<file path="config.mk">
export PLATFORM = sky130hd
export DESIGN_NAME = fetch_patch_unit
export DESIGN_NICKNAME = d
export VERILOG_FILES = /design/src/rtl/fpatch_pkg.sv /design/src/rtl/fpatch_regs.sv /design/src/rtl/fpatch_cmp.sv /design/src/rtl/fpatch_prio.sv /design/src/rtl/fetch_patch_unit.sv
export SDC_FILE = /design/constraint.sdc
export NUM_CORES = 1
export LEC_CHECK = 0
export BUFFER_PORTS_ARGS = -buffer_cell sky130_fd_sc_hd__buf_4
export CAP_MARGIN = 10
export CORE_ASPECT_RATIO = 1.5
export CORE_MARGIN = 2
export CORE_UTILIZATION = 55
export DETAILED_ROUTE_END_ITERATION = 7
export PLACE_DENSITY = 0.8
export RECOVER_POWER = 50
export SLEW_MARGIN = 20
export SYNTH_ARGS = -nofsm -noshare
export SYNTH_HDL_FRONTEND = slang
export SYNTH_SLANG_ARGS = --single-unit
</file>
<file path="constraint.sdc">
create_clock -name clk -period 4.75 [get_ports clk]
set_input_delay 0.475 -clock clk [delete_from_list [all_inputs] [get_ports clk]]
set_output_delay 0.475 -clock clk [all_outputs]
set_load 0.01 [all_outputs]
</file>
<file path="src/rtl/fpatch_pkg.sv">
package fpatch_pkg;

  typedef enum logic {
    MODE_REMAP = 1'b0,
    MODE_BKPT  = 1'b1
  } cmp_mode_e;

  // register index layout
  localparam int CTRL_IDX  = 0;
  localparam int BASE_IDX  = 1;
  localparam int CMP_IDX0  = 2;

  // bit positions inside the registers
  localparam int GEN_BIT   = 0;
  localparam int CEN_BIT   = 1 - 1;
  localparam int CMODE_BIT = 1;

  // byte offset bits within a 32-bit word
  localparam int WORD_LSB  = 2;

endpackage

</file>
<file path="src/rtl/fpatch_regs.sv">
module fpatch_regs
  import fpatch_pkg::*;
#(
  parameter int NUM_CMP = 8,
  parameter int ADDR_W  = 32,
  parameter int REG_AW  = 4,
  localparam int WA_W   = ADDR_W - WORD_LSB
) (
  input  logic                           clk,
  input  logic                           rst,
  input  logic                           cfg_we,
  input  logic [REG_AW-1:0]              cfg_addr,
  input  logic [ADDR_W-1:0]              cfg_wdata,
  output logic                           glob_en,
  output logic [WA_W-1:0]                tbl_base,
  output logic [NUM_CMP-1:0]             cmp_en,
  output logic [NUM_CMP-1:0]             cmp_mode,
  output logic [NUM_CMP-1:0][WA_W-1:0]   cmp_match
);

  logic ctrl_sel, base_sel;

  assign ctrl_sel = cfg_we && (cfg_addr == REG_AW'(CTRL_IDX));
  assign base_sel = cfg_we && (cfg_addr == REG_AW'(BASE_IDX));

  always_ff @(posedge clk) begin
    if (rst) begin
      glob_en <= 1'b0;
    end else if (ctrl_sel) begin
      glob_en <= cfg_wdata[GEN_BIT];
    end
  end

  always_ff @(posedge clk) begin
    if (rst) begin
      tbl_base <= '0;
    end else if (base_sel) begin
      tbl_base <= cfg_wdata[ADDR_W-1:WORD_LSB];
    end
  end

  for (genvar g = 0; g < NUM_CMP; g++) begin : g_cmp_reg
    logic sel;
    assign sel = cfg_we && (cfg_addr == REG_AW'(CMP_IDX0 + g));

    always_ff @(posedge clk) begin
      if (rst) begin
        cmp_en[g]    <= 1'b0;
        cmp_mode[g]  <= MODE_REMAP;
        cmp_match[g] <= '0;
      end else if (sel) begin
        cmp_en[g]    <= cfg_wdata[CEN_BIT];
        cmp_mode[g]  <= cfg_wdata[CMODE_BIT];
        cmp_match[g] <= cfg_wdata[ADDR_W-1:WORD_LSB];
      end
    end
  end

  // every enable is cleared right after reset
  a_r1_reset_clears: assert property (@(posedge clk) disable iff (rst)
    $past(rst) |-> (!glob_en && cmp_en == '0 && tbl_base == '0));

  // a control write shows from the next cycle on
  a_r10_ctrl_write_lands: assert property (@(posedge clk) disable iff (rst)
    ctrl_sel |=> (glob_en == $past(cfg_wdata[GEN_BIT])));

  // low bits of the base write are dropped
  a_r7_base_write_lands: assert property (@(posedge clk) disable iff (rst)
    base_sel |=> (tbl_base == $past(cfg_wdata[ADDR_W-1:WORD_LSB])));

  // unused indices leave the base and control alone
  a_r11_unused_idx: assert property (@(posedge clk) disable iff (rst)
    (cfg_we && cfg_addr >= REG_AW'(CMP_IDX0 + NUM_CMP)) |=>
      ($stable(glob_en) && $stable(tbl_base) && $stable(cmp_en)));

endmodule

</file>
<file path="src/rtl/fpatch_cmp.sv">
module fpatch_cmp
  import fpatch_pkg::*;
#(
  parameter int WA_W = 30
) (
  input  logic            glob_en,
  input  logic            en,
  input  logic            mode,
  input  logic [WA_W-1:0] match_word,
  input  logic [WA_W-1:0] fetch_word,
  input  logic            in_code,
  output logic            hit
);

  logic word_eq, region_ok;

  assign word_eq   = (match_word == fetch_word);
  // breakpoints fire anywhere, remaps only inside the code region
  assign region_ok = (mode == MODE_BKPT) || in_code;
  assign hit       = glob_en && en && word_eq && region_ok;

endmodule

</file>
<file path="src/rtl/fpatch_prio.sv">
module fpatch_prio #(
  parameter int NUM_REQ = 8,
  localparam int IDX_W  = (NUM_REQ > 1) ? $clog2(NUM_REQ) : 1
) (
  input  logic [NUM_REQ-1:0] req,
  output logic               any,
  output logic [IDX_W-1:0]   idx
);

  always_comb begin
    idx = '0;
    for (int i = NUM_REQ - 1; i >= 0; i--) begin
      if (req[i]) idx = IDX_W'(i);
    end
  end

  assign any = |req;

  // the chosen request is live and nothing below it is
  always_comb begin
    if (any) begin
      a_r8_lowest_wins: assert (req[idx] &&
        ((req & ((NUM_REQ'(1) << idx) - NUM_REQ'(1))) == '0));
    end
  end

endmodule

</file>
<file path="src/rtl/fetch_patch_unit.sv">
module fetch_patch_unit
  import fpatch_pkg::*;
#(
  parameter int NUM_CMP   = 8,
  parameter int ADDR_W    = 32,
  parameter int CODE_BITS = 3,
  localparam int REG_AW   = $clog2(NUM_CMP + CMP_IDX0),
  localparam int WA_W     = ADDR_W - WORD_LSB,
  localparam int IDX_W    = (NUM_CMP > 1) ? $clog2(NUM_CMP) : 1
) (
  input  logic              clk,
  input  logic              rst,
  input  logic              cfg_we,
  input  logic [REG_AW-1:0] cfg_addr,
  input  logic [ADDR_W-1:0] cfg_wdata,
  input  logic              fetch_valid,
  input  logic [ADDR_W-1:0] fetch_addr,
  output logic [ADDR_W-1:0] out_addr,
  output logic              remap_hit,
  output logic              bkpt_hit
);

  logic                         glob_en;
  logic [WA_W-1:0]              tbl_base;
  logic [NUM_CMP-1:0]           cmp_en;
  logic [NUM_CMP-1:0]           cmp_mode;
  logic [NUM_CMP-1:0][WA_W-1:0] cmp_match;
  logic [NUM_CMP-1:0]           cmp_hit;
  logic                         any_hit;
  logic [IDX_W-1:0]             win_idx;
  logic                         win_mode;
  logic                         in_code;
  logic [WA_W-1:0]              fetch_word;
  logic [WA_W-1:0]              slot_word;

  fpatch_regs #(
    .NUM_CMP (NUM_CMP),
    .ADDR_W  (ADDR_W),
    .REG_AW  (REG_AW)
  ) u_regs (
    .clk       (clk),
    .rst       (rst),
    .cfg_we    (cfg_we),
    .cfg_addr  (cfg_addr),
    .cfg_wdata (cfg_wdata),
    .glob_en   (glob_en),
    .tbl_base  (tbl_base),
    .cmp_en    (cmp_en),
    .cmp_mode  (cmp_mode),
    .cmp_match (cmp_match)
  );

  assign fetch_word = fetch_addr[ADDR_W-1:WORD_LSB];
  assign in_code    = (fetch_addr[ADDR_W-1 -: CODE_BITS] == '0);

  for (genvar g = 0; g < NUM_CMP; g++) begin : g_cmp
    fpatch_cmp #(.WA_W(WA_W)) u_cmp (
      .glob_en    (glob_en),
      .en         (cmp_en[g]),
      .mode       (cmp_mode[g]),
      .match_word (cmp_match[g]),
      .fetch_word (fetch_word),
      .in_code    (in_code),
      .hit        (cmp_hit[g])
    );
  end

  fpatch_prio #(.NUM_REQ(NUM_CMP)) u_prio (
    .req (cmp_hit),
    .any (any_hit),
    .idx (win_idx)
  );

  assign win_mode  = cmp_mode[win_idx];
  assign slot_word = tbl_base + WA_W'(win_idx);

  always_comb begin
    remap_hit = fetch_valid && any_hit && (win_mode == MODE_REMAP);
    bkpt_hit  = fetch_valid && any_hit && (win_mode == MODE_BKPT);
    out_addr  = remap_hit ? {slot_word, fetch_addr[WORD_LSB-1:0]} : fetch_addr;
  end

  // an idle fetch port sees no flags and an untouched address
  a_r9_idle_quiet: assert property (@(posedge clk) disable iff (rst)
    !fetch_valid |-> (!remap_hit && !bkpt_hit && out_addr == fetch_addr));

  // a breakpoint leaves the address alone and excludes remap
  a_r4_bkpt_passthru: assert property (@(posedge clk) disable iff (rst)
    bkpt_hit |-> (!remap_hit && out_addr == fetch_addr));

  // redirection only for code-region fetches
  a_r6_remap_in_code: assert property (@(posedge clk) disable iff (rst)
    remap_hit |-> (fetch_addr[ADDR_W-1 -: CODE_BITS] == '0));

  // byte offset inside the word survives redirection
  a_r5_offset_kept: assert property (@(posedge clk) disable iff (rst)
    remap_hit |-> (out_addr[WORD_LSB-1:0] == fetch_addr[WORD_LSB-1:0]));

  // with the global enable low, nothing fires
  a_r2_global_gate: assert property (@(posedge clk) disable iff (rst)
    !glob_en |-> (!remap_hit && !bkpt_hit));

endmodule

</file>
After elaboration in Yosys (flattened, before gate mapping)
Index checks and enable logic that the tools add are counted.
{"block": "op_classes", "n_addsub": 1, "n_eq_ne": 17, "magnitude_cmp": 1, "n_bitwise": 1, "n_mux": 11, "n_reduce_logical": 48}
{"op": "$eq A30 B30 Y1", "count": 8}
{"op": "$logic_and A1 B1 Y1", "count": 37}
{"op": "$mux W32", "count": 1}
{"op": "$add A30 B3 Y30", "count": 1}
{"op": "$mux W3", "count": 8}
{"op": "$eq A4 B3 Y1 const B", "count": 4}
{"op": "$eq A4 B2 Y1 const B", "count": 2}
{"op": "$eq A4 B4 Y1 const B", "count": 2}
{"op": "$logic_or A1 B1 Y1", "count": 8}
{"op": "$reduce_or A8 Y1", "count": 1}
{"op": "$eq A4 B1 Y1 const B", "count": 1}
{"op": "$logic_not A4 Y1", "count": 1}
{"op": "$lt A3 B4 Y1 const B", "count": 1}
{"op": "$bmux W1 S3", "count": 1}
{"op": "$logic_not A3 Y1", "count": 1}
{"op": "$mux W1", "count": 1}
{"op": "$not A1 Y1", "count": 1}
{"block": "totals", "inputBits": 72, "output_inout_bits": 34, "register_bits": 287}

Depth between registers and ports, before layout
Gate-level depths: netlist of the first run.
{"block": "logic_depth", "word_depth": 16, "mapped_depth": 24}

Hierarchy
A second synthesis of the first run with hierarchy kept.
{"block": "hier_totals", "hier_cells": 1508, "hier_area_um2": 15153.3}
{"module": "fpatch_regs", "cells_per_inst": 1007, "seq_area_each_um2": 5745.5, "area_per_inst_um2": 11320.9, "n_inst": 1}
{"module": "fpatch_cmp", "cells_per_inst": 41, "seq_area_each_um2": 0.0, "area_per_inst_um2": 340.3, "n_inst": 8}
{"module": "fetch_patch_unit", "cells_per_inst": 160, "seq_area_each_um2": 0.0, "area_per_inst_um2": 1028.5, "n_inst": 1}
{"module": "fpatch_prio", "cells_per_inst": 13, "seq_area_each_um2": 0.0, "area_per_inst_um2": 81.3, "n_inst": 1}

Worst setup path after synthesis of the first run
No wires, ideal clock.
{"block": "synth_path", "path_kind": "input-to-output", "startpoint": "input fetch_addr[30]", "endpoint": "output out_addr[28]", "stages": 24, "t_arrival_ns": 4.162, "required_time_ns": 4.275, "n_path_buf": 2, "path_slack_ns": 0.113, "cell_sequence": "buf_2 -> nor3_2 -> buf_2 -> nor2_1 -> nor4b_1 -> nand3_1 -> nand2b_1 -> a21oi_1 -> nor2_1 -> nor2_1 -> nor2_1 -> nor2_1 -> ha_1 -> inv_1 -> fa_1 -> inv_1 -> a21o_1 -> and3_1 -> nor2b_1 -> and3_1 -> nor2b_1 -> nand2_1 -> xnor2_1 -> mux2_4"}
{"block": "synth_between", "elab_chain_len": 16, "elab_cells_between_ends": 49, "classes_between": "add/sub (1); eq/ne (8); mux (11); bitwise (1); reduce/logical (28)"}
{"item": "start: declaration", "line_no": "fetch_patch_unit.sv:17", "rtl": "input logic [ADDR_W-1:0] fetch_addr,"}
{"item": "branches (longest 15 deep; another with $add A30 B3 Y30)"}
{"item": "$mux W32 (*)", "line_no": "fetch_patch_unit.sv:80", "rtl": "out_addr = remap_hit ? {slot_word, fetch_addr[WORD_LSB-1:0]} : fetch_addr;"}
{"item": "end: declaration", "line_no": "fetch_patch_unit.sv:18", "rtl": "output logic [ADDR_W-1:0] out_addr,"}
Mark *: on every way between the ends. The select of a mux whose other input is x is not followed.

Worst setup path after layout of the first run
{"block": "layout_path", "startpoint": "register u_regs.cmp_match[167] (netlist name)", "endpoint": "output out_addr[28]"}
{"block": "layout_between", "elab_chain_len": 14, "elab_cells_between_ends": 17, "classes_between": "add/sub (1); eq/ne (1); mux (9); bitwise (1); reduce/logical (5)"}
{"item": "start: declaration", "line_no": "fpatch_regs.sv:18", "rtl": "output logic [NUM_CMP-1:0][WA_W-1:0] cmp_match"}
{"item": "start signal: indexed assignment", "line_no": "fpatch_regs.sv:54", "rtl": "cmp_match[g] <= cfg_wdata[ADDR_W-1:WORD_LSB];"}
{"item": "$eq A30 B30 Y1 (*)", "line_no": "fpatch_cmp.sv:17", "rtl": "assign word_eq = (match_word == fetch_word);"}
{"item": "$logic_and A1 B1 Y1 (*) (2 in series)", "line_no": "fpatch_cmp.sv:20", "rtl": "assign hit = glob_en && en && word_eq && region_ok;"}
{"item": "branches (longest 10 deep; another with $add A30 B3 Y30)"}
{"item": "$mux W32 (*)", "line_no": "fetch_patch_unit.sv:80"}
Marks and branches as above.

==> results of run 1 <==
layout make-up:
type,instances,area [um2]
repair buffers,346,2676
diodes,2,5.005
clock inverters,6,87.58
inverters,7,26.28
clock buffers,46,869.6
flip-flops and latches,287,5758
well taps,337,421.7
multi-input cells,1487,8758
fillers,2202,7976
critical path, delay by kind of cell (launching register included):
| family | cells | cell delay, ns |
|---|---|---|
| AOI/OAI and AO/OA | 2 | 0.36 |
| xor gates and xnor gates | 2 | 0.30 |
| adders and majority gates | 2 | 0.56 |
| buffers and inverters | 3 | 0.22 |
| DFF | 1 | 0.33 |
| muxes | 1 | 0.28 |
| and+or+nand+nor | 12 | 1.93 |
path summary, 6_finish.rpt:
check                                     startpoint                                end  slack, ns  depth (start not counted)
setup / recovery  u_regs.cmp_match[167]$_SDFFE_PP0P_                       out_addr[28]      -0.26                         22
setup reg to reg    u_regs.tbl_base[20]$_SDFFE_PP0P_   u_regs.tbl_base[20]$_SDFFE_PP0P_       3.85                          2
hold reg to reg        u_regs.cmp_en[5]$_SDFFE_PP0P_      u_regs.cmp_en[5]$_SDFFE_PP0P_       0.46                          2
hold / removal                         cfg_wdata[28]  u_regs.cmp_match[56]$_SDFFE_PP0P_       0.23                          3
cells by family (layout without fill, tap and decap cells):
group | after synthesis | count (layout)
mux | 31 | 31
flops | 287 | 287
fa+ha+maj | 4 | 4
xor+xnor | 271 | 271
compound gates | 314 | 314
buf+inv | 168 | 405
other cells | 0 | 2
simple gates | 867 | 867
power by group through the flow:
stage	logic (mW)	registers (mW)	clock network [mW]
CTS	0.743	2.46	2.35
global placement	0.732	2.51	0
finish	0.774	2.46	2.34
detailed placement	0.734	2.52	0
floorplan	0.341	2.51	0
global route	0.792	2.46	2.44
layer usage:
layer / up-vias / wire, um / GRT usage (%)
met5: - / 0 / 0
met4: 0 / 7455 / 41.51
met3: 302 / 4365 / 5.399
met2: 788 / 30910 / 76.22
met1: 7169 / 20800 / 45.12
li1: 6842 / - / -
flip-flops by register name, indices dropped and copies added (netlist names):
register	count
u_regs.cmp_en	8
u_regs.cmp_match	240
u_regs.cmp_mode	8
u_regs.glob_en	1
u_regs.tbl_base	30
repair_timing:
| item | CTS | global route |
|---|---|---|
| hold buffers | 0 | 0 |
| setup endpoints to repair | 21 | 29 |
| gates cloned | 0 | 0 |
| endpoints found under the hold margin | 0 | 0 |
| gates resized for setup | 50 | 36 |
| pin swaps | 10 | 10 |
| buffers inserted | 5 | 9 |
per-stage QoR:
step / setup WS (ns) / TNS [ns]
3_5_place_dp: -0.3639 / -2.832
2_1_floorplan: 0.1127 / 0
4_1_cts: -0.2172 / -1.567
3_3_place_gp: -0.3832 / -2.943
6_report: -0.2591 / -2.202
5_1_grt: -0.4619 / -5.603
placed cells by master (no fill, tap or decap), types with 5 or more instances in the layout:
cell type / Yosys / routed
nand2_1: 610 / 607
buf_4: 5 / 317
a21oi_1: 291 / 288
dfxtp_1: 287 / 277
xor2_1: 173 / 159
xnor2_1: 98 / 93
nor4_1: 75 / 69
nand4_1: 51 / 51
clkbuf_16: 0 / 29
nor2_1: 33 / 28
mux2_4: 25 / 25
clkbuf_1: 124 / 18
xor2_2: 0 / 13
nand3_1: 18 / 13
o21ai_0: 11 / 11
nor3_1: 14 / 10
buf_6: 11 / 10
dfxtp_2: 0 / 10
clkbuf_8: 0 / 8
nor4_2: 1 / 7
or2_2: 8 / 7
nor4b_1: 10 / 7
buf_12: 0 / 6
nor3_2: 1 / 5
xnor2_2: 0 / 5
nand3_2: 1 / 5
mux2i_1: 5 / 5
a21o_1: 5 / 5
==> results.toml, run 1 <==
[outcome]
outcome = "finished, violations left"
violations = "max-capacitance violations, max-slew violations, negative setup slack"

[synthesis]
synth_common_cells = "nand2_1 (610), a21oi_1 (291), dfxtp_1 (287)"
synth_most_common_cell = "nand2_1"
synth_area_um2 = 14850
synth_top_area_share_pct = 38.68
syn_inst = 1942
syn_area_per_cell_um2 = 7.648
synth_edf_count = 0
yosys.area_share.xor_xnor_pct = 15.98
synthMuxAreaShare_pct = 2.940
synth_cell_types = 48
ys_seq_elements = 287
synth_ff_type = "dfxtp_1"
seq_area_frac_synth_pct = 38.68
synth_nets = 2018
synthAdderAreaFrac_pct = 0.3875
synth_area_leaders = "dfxtp_1 (39%), nand2_1 (15%), xor2_1 (10%)"
ys_async_sr_fraction_pct = 0
synth_compound_area_share_pct = 10.84
yosys_warnings = 0
synth-simple-area-share_pct = 26.06
synth_top_family_by_area = "simple AND/OR/NAND/NOR gates"
yosysTopAreaCell = "dfxtp_1"

[critical_path]
crit_top_cell = "nor2_1"
crit_required_ns = 4.28
crit_fanout = 3
cp-end-kind = "output port"
cp_slowest_cell = "or4_4"
arrival_ns = 4.53
path_cells = "xor2_1 > or4_4 > nor4_2 > nand4_1 > a21oi_2 > nor2_1 > nor2_1 > nor2_1 > nor2_1 > ha_2 > inv_2 > fa_2 > inv_2 > a21o_1 > and3_4 > nor2b_4 > and3_4 > nor2b_4 > nand2_1 > xnor2_1 > mux2_4 > buf_6"
startpoint_type = "flip-flop"
cp_slowest_stage_delay_ns = 0.53
critPathKind = "reg -> out"

[timing]
fmax_mhz = 199.6
final_max_slew_viol_count = 334
fin_crit_sh_pct = 105.5
rsz0062_at_grt = "true"
slew_headroom_pct = -99.10
period_needed_ns = 5.009
whs_ns = 0.2312
worst_slew_pin_slew_ns = 2.987
hold_viol_final = 0
setup_ws_ns = -0.2591
fin_worst_skew_ns = 0
setup_viol = 13

[power_and_ir_drop]
peakVddDrop_mv = 0.3830
power_switching_mw = 1.494
p_leak_nw = 7.096
p_per_area_nw_per_um2 = 299.9
internal_power_mw = 4.086
p_seq_share_pct = 44.1
sw_frac_of_total_pct = 26.77
power_frac_clock_pct = 42.0
pwr-share-comb_pct = 13.9
p_total_mw = 5.580

[floorplan]
fp.dieW_um = 138.2
coreArea_um2 = 26580
rows = 73
io_pins = 106
die_area_um2 = 28360
start_util_pct = 55.88
die_h_um = 205.3

[placement]
placed_cells_incl_taps = 2452
placed_area_um2 = 17180
gp_congestion = 1.026
portBuffers = 101
dp_hpwl_um = 46930

[cells_and_area]
fin_util_pct = 69.99
nets = 2233
area_growth_pct = 25.25
final_area_um2 = 18600
finalNonFillerCells = 2518
drive_gt1_share_pct = 22.90

[routing]
antenna_left = 0
vias = 15100
wl_per_cell_um = 25.23
viasPerCell = 5.997
drtIter0Drc = 1376
drc = 0
drt_wl_total_um = 63530
dr.pass1.iters = 5

[cts]
insertion_delay_ns = 0.56
clock_sinks = 287
clk_path_buf_depth = 3
cts-buffers-inserted = 28
cts_tree = "done"
clkTransAtPathRegs_ns = 0.07
cts-root-buf = "clkbuf_16"
htreeDepth = 1

[global_routing]
first_global_vias = 14930
antenna_found_initial = 1
grt_max_degree = 138
grt_use_total_pct = 43.61
overflow = 0
grt_pass1_wl_um = 91790

[worst_hold_path]
min_path_type = "in -> reg"

[flow_run]
maxCapViolCount = 7
Power figures use the tool's default switching activity.
==> inputs of run 2 (changes only) <==
- ABC_CLOCK_PERIOD_IN_PS: default -> 4750
- SETUP_SLACK_MARGIN: default -> 0.1
- SYNTH_HIERARCHICAL: default -> 1
==> results.toml, run 2 <==
[cells_and_area]
finalNonFillerCells = 2007
reg.largest.list = "u_regs/cmp_match x240, u_regs/tbl_base x30"
n_fill_cell = 2065
largest_register_ffs = 240
seqCellArea_um2 = 5757
drive_gt1_share_pct = 21.80
multiInputGateArea_um2 = 9246
nets = 1720
final_common_cell = "nand2b_1"
layout_common_cells = "nand2b_1 (319), mux2i_1 (289), dfxtp_1 (280), buf_4 (178), xor2_1 (156)"
top_register = "u_regs/cmp_match"
n_antenna_cell = 0
area_growth_pct = 20.61

[worst_hold_path]
whs_path_depth = 4
min_path_type = "in -> reg"
hp-start = "cfg_addr[2]"
min_to = "u_regs/glob_en$_SDFFE_PP0P_"

[routing]
antenna_left = 0
drtIter0Drc = 678
drc = 0
dr.pass1.iters = 5
wl_per_cell_um = 22.36
drt_wl_total_um = 44870
viasPerCell = 5.689
vias = 11420

[timing]
whs_ns = 0.3099
setup_viol = 0
hold_viol_final = 0
fmax_mhz = 210.9
rsz0062_at_grt = "true"
fin_worst_skew_ns = 0
fin_crit_sh_pct = 99.85
worst_slew_pin_slew_ns = 2.316
slew_headroom_pct = -54.38
period_needed_ns = 4.743
final_max_slew_viol_count = 144

[synthesis]
ys_async_sr_fraction_pct = 0
ys_seq_elements = 287
synth_edf_count = 0
synth_top_area_share_pct = 37.92
syn_area_per_cell_um2 = 10.05
seq_area_frac_synth_pct = 37.92
synth_most_common_cell = "nand2b_1"
synth_cell_types = 47
synth_area_leaders = "dfxtp_1 (38%), mux2i_1 (19%), nand2b_1 (13%)"
synth_common_cells = "nand2b_1 (319), mux2i_1 (289), dfxtp_1 (287)"
synth_area_um2 = 15150
synth_ff_type = "dfxtp_1"
synth_nets = 1584
yosys_warnings = 6
yosysTopAreaCell = "dfxtp_1"
syn_inst = 1508

[power_and_ir_drop]
peakVddDrop_mv = 0.3108
p_leak_nw = 8.444
p_per_area_nw_per_um2 = 299.0
p_total_mw = 5.465

[cts]
cts-root-buf = "clkbuf_16"
htreeDepth = 1
cts-buffers-inserted = 28
clk_path_buf_depth = 3
clock_sinks = 287
postCtsHoldBufs = 0
insertion_delay_ns = 0.56
cts_tree = "done"
clkTransAtPathRegs_ns = 0.06

[global_routing]
grt_pass1_wl_um = 66810
grt_max_degree = 144
overflow = 0
first_global_vias = 11660
grt_use_total_pct = 29.64
antenna_found_initial = 0

[critical_path]
reg2reg_slack_ns = 3.87
crit_fanout = 9
crit_required_ns = 4.28
cp-end-kind = "output port"
reg2regPathDepth = 2
startpoint_type = "flip-flop"
r2r_start = "u_regs/tbl_base[12]$_SDFFE_PP0P_"
critPathKind = "reg -> out"
arrival_ns = 4.27
rr_endpoint = "u_regs/tbl_base[12]$_SDFFE_PP0P_"

[placement]
gp_congestion = 0.9543
portBuffers = 101
placed_cells_incl_taps = 1926
dp_hpwl_um = 30560

[floorplan]
start_util_pct = 55.86
die_h_um = 207.3
rows = 74
die_area_um2 = 28920
coreArea_um2 = 27130
fp.dieW_um = 139.5
io_pins = 106

[flow_run]
maxCapViolCount = 1

[outcome]
outcome = "finished, violations left"
violations = "max-capacitance violations, max-slew violations"
[run 2: cell types whose count changed after synthesis, moves of 47 or more]
cell,before,now
a21oi_1,291,31
clkbuf_1,124,51
mux2i_1,5,289
nand2_1,610,13
nand2b_1,4,319
nor4_1,75,28
[run 2: power breakdown]
group          internal, mW  switching (mW)
Sequential             2.44          0.0255
Combinational         0.244           0.300
Clock                  1.48           0.976
Total                  4.16            1.30
[run 2: layout make-up]
class                   count  area share (%)
clock buffers              40           4.744
clock inverters            11          0.8831
inverters                   3         0.06161
multi-input cells        1113           50.59
flip-flops and latches    287           31.50
well taps                 342           2.341
repair buffers            211           9.879
[run 2: timing repair]
item	in CTS	in global routing
buffers inserted	6	19
pin swaps	8	29
gates resized for setup	37	103
endpoints found under the setup margin	31	31
cloned	2	3
[run 2: logic make-up after synthesis]
logic type / Yosys count / synth area share (%)
simple gates: 503 / 20.58
mux: 293 / 19.46
flops: 287 / 37.92
xor+xnor: 268 / 15.49
buf+inv: 108 / 4.310
compound gates: 45 / 1.866
fa+ha+maj: 4 / 0.3799
[run 2: worst max path at each step]
| stage | start | depth (start not counted) | slack [ns] | endpoint |
|---|---|---|---|---|
| global route | u_regs/cmp_match[152]$_SDFFE_PP0P_ | 19 | -0.09 | out_addr[31] |
| CTS | u_regs/cmp_match[211]$_SDFFE_PP0P_ | 15 | 0.04 | out_addr[18] |
| floorplan | fetch_addr[30] | 13 | 0.19 | out_addr[22] |
| detailed placement | fetch_addr[30] | 17 | -0.13 | out_addr[22] |
| finish | u_regs/cmp_match[46]$_SDFFE_PP0P_ | 17 | 0.007 | out_addr[31] |
| global placement | fetch_addr[30] | 17 | -0.06 | out_addr[22] |
[run 2: stage by stage]
step / utilization [%] / instance area, um2 / TNS, ns / worst slack (ns)
2_1_floorplan: - / 15160 / 0 / 0.1856
3_3_place_gp: 60.27 / 16350 / -0.2283 / -0.06347
3_5_place_dp: 60.27 / 16350 / -0.6520 / -0.1299
4_1_cts: 65.02 / 17640 / 0 / 0.04365
5_1_grt: 67.37 / 18280 / -1.106 / -0.08668
6_report: 67.37 / 18280 / 0 / 0.007284
[run 2: per-layer routing]
metal	vias to the layer above	wire length [um]	global-route usage, %
met2	358	23090	53.63
li1	5335	-	-
met1	5562	16390	31.99
met3	163	1658	2.860
met4	0	3732	21.14
met5	-	0	0
[run 2: critical path, stage by stage, from the launching register on]
cell,delay [ns]
dfxtp_1,0.32
xor2_1,0.14
nor4_1,0.35
buf_4,0.18
nand4_1,0.16
buf_4,0.21
nor4_2,0.24
nor2_1,0.16
and3b_2,0.27
ha_1,0.32
buf_4,0.15
nand3_1,0.17
nand2_4,0.15
buf_6,0.15
nand4_1,0.14
xor2_1,0.22
a21oi_2,0.22
buf_4,0.15
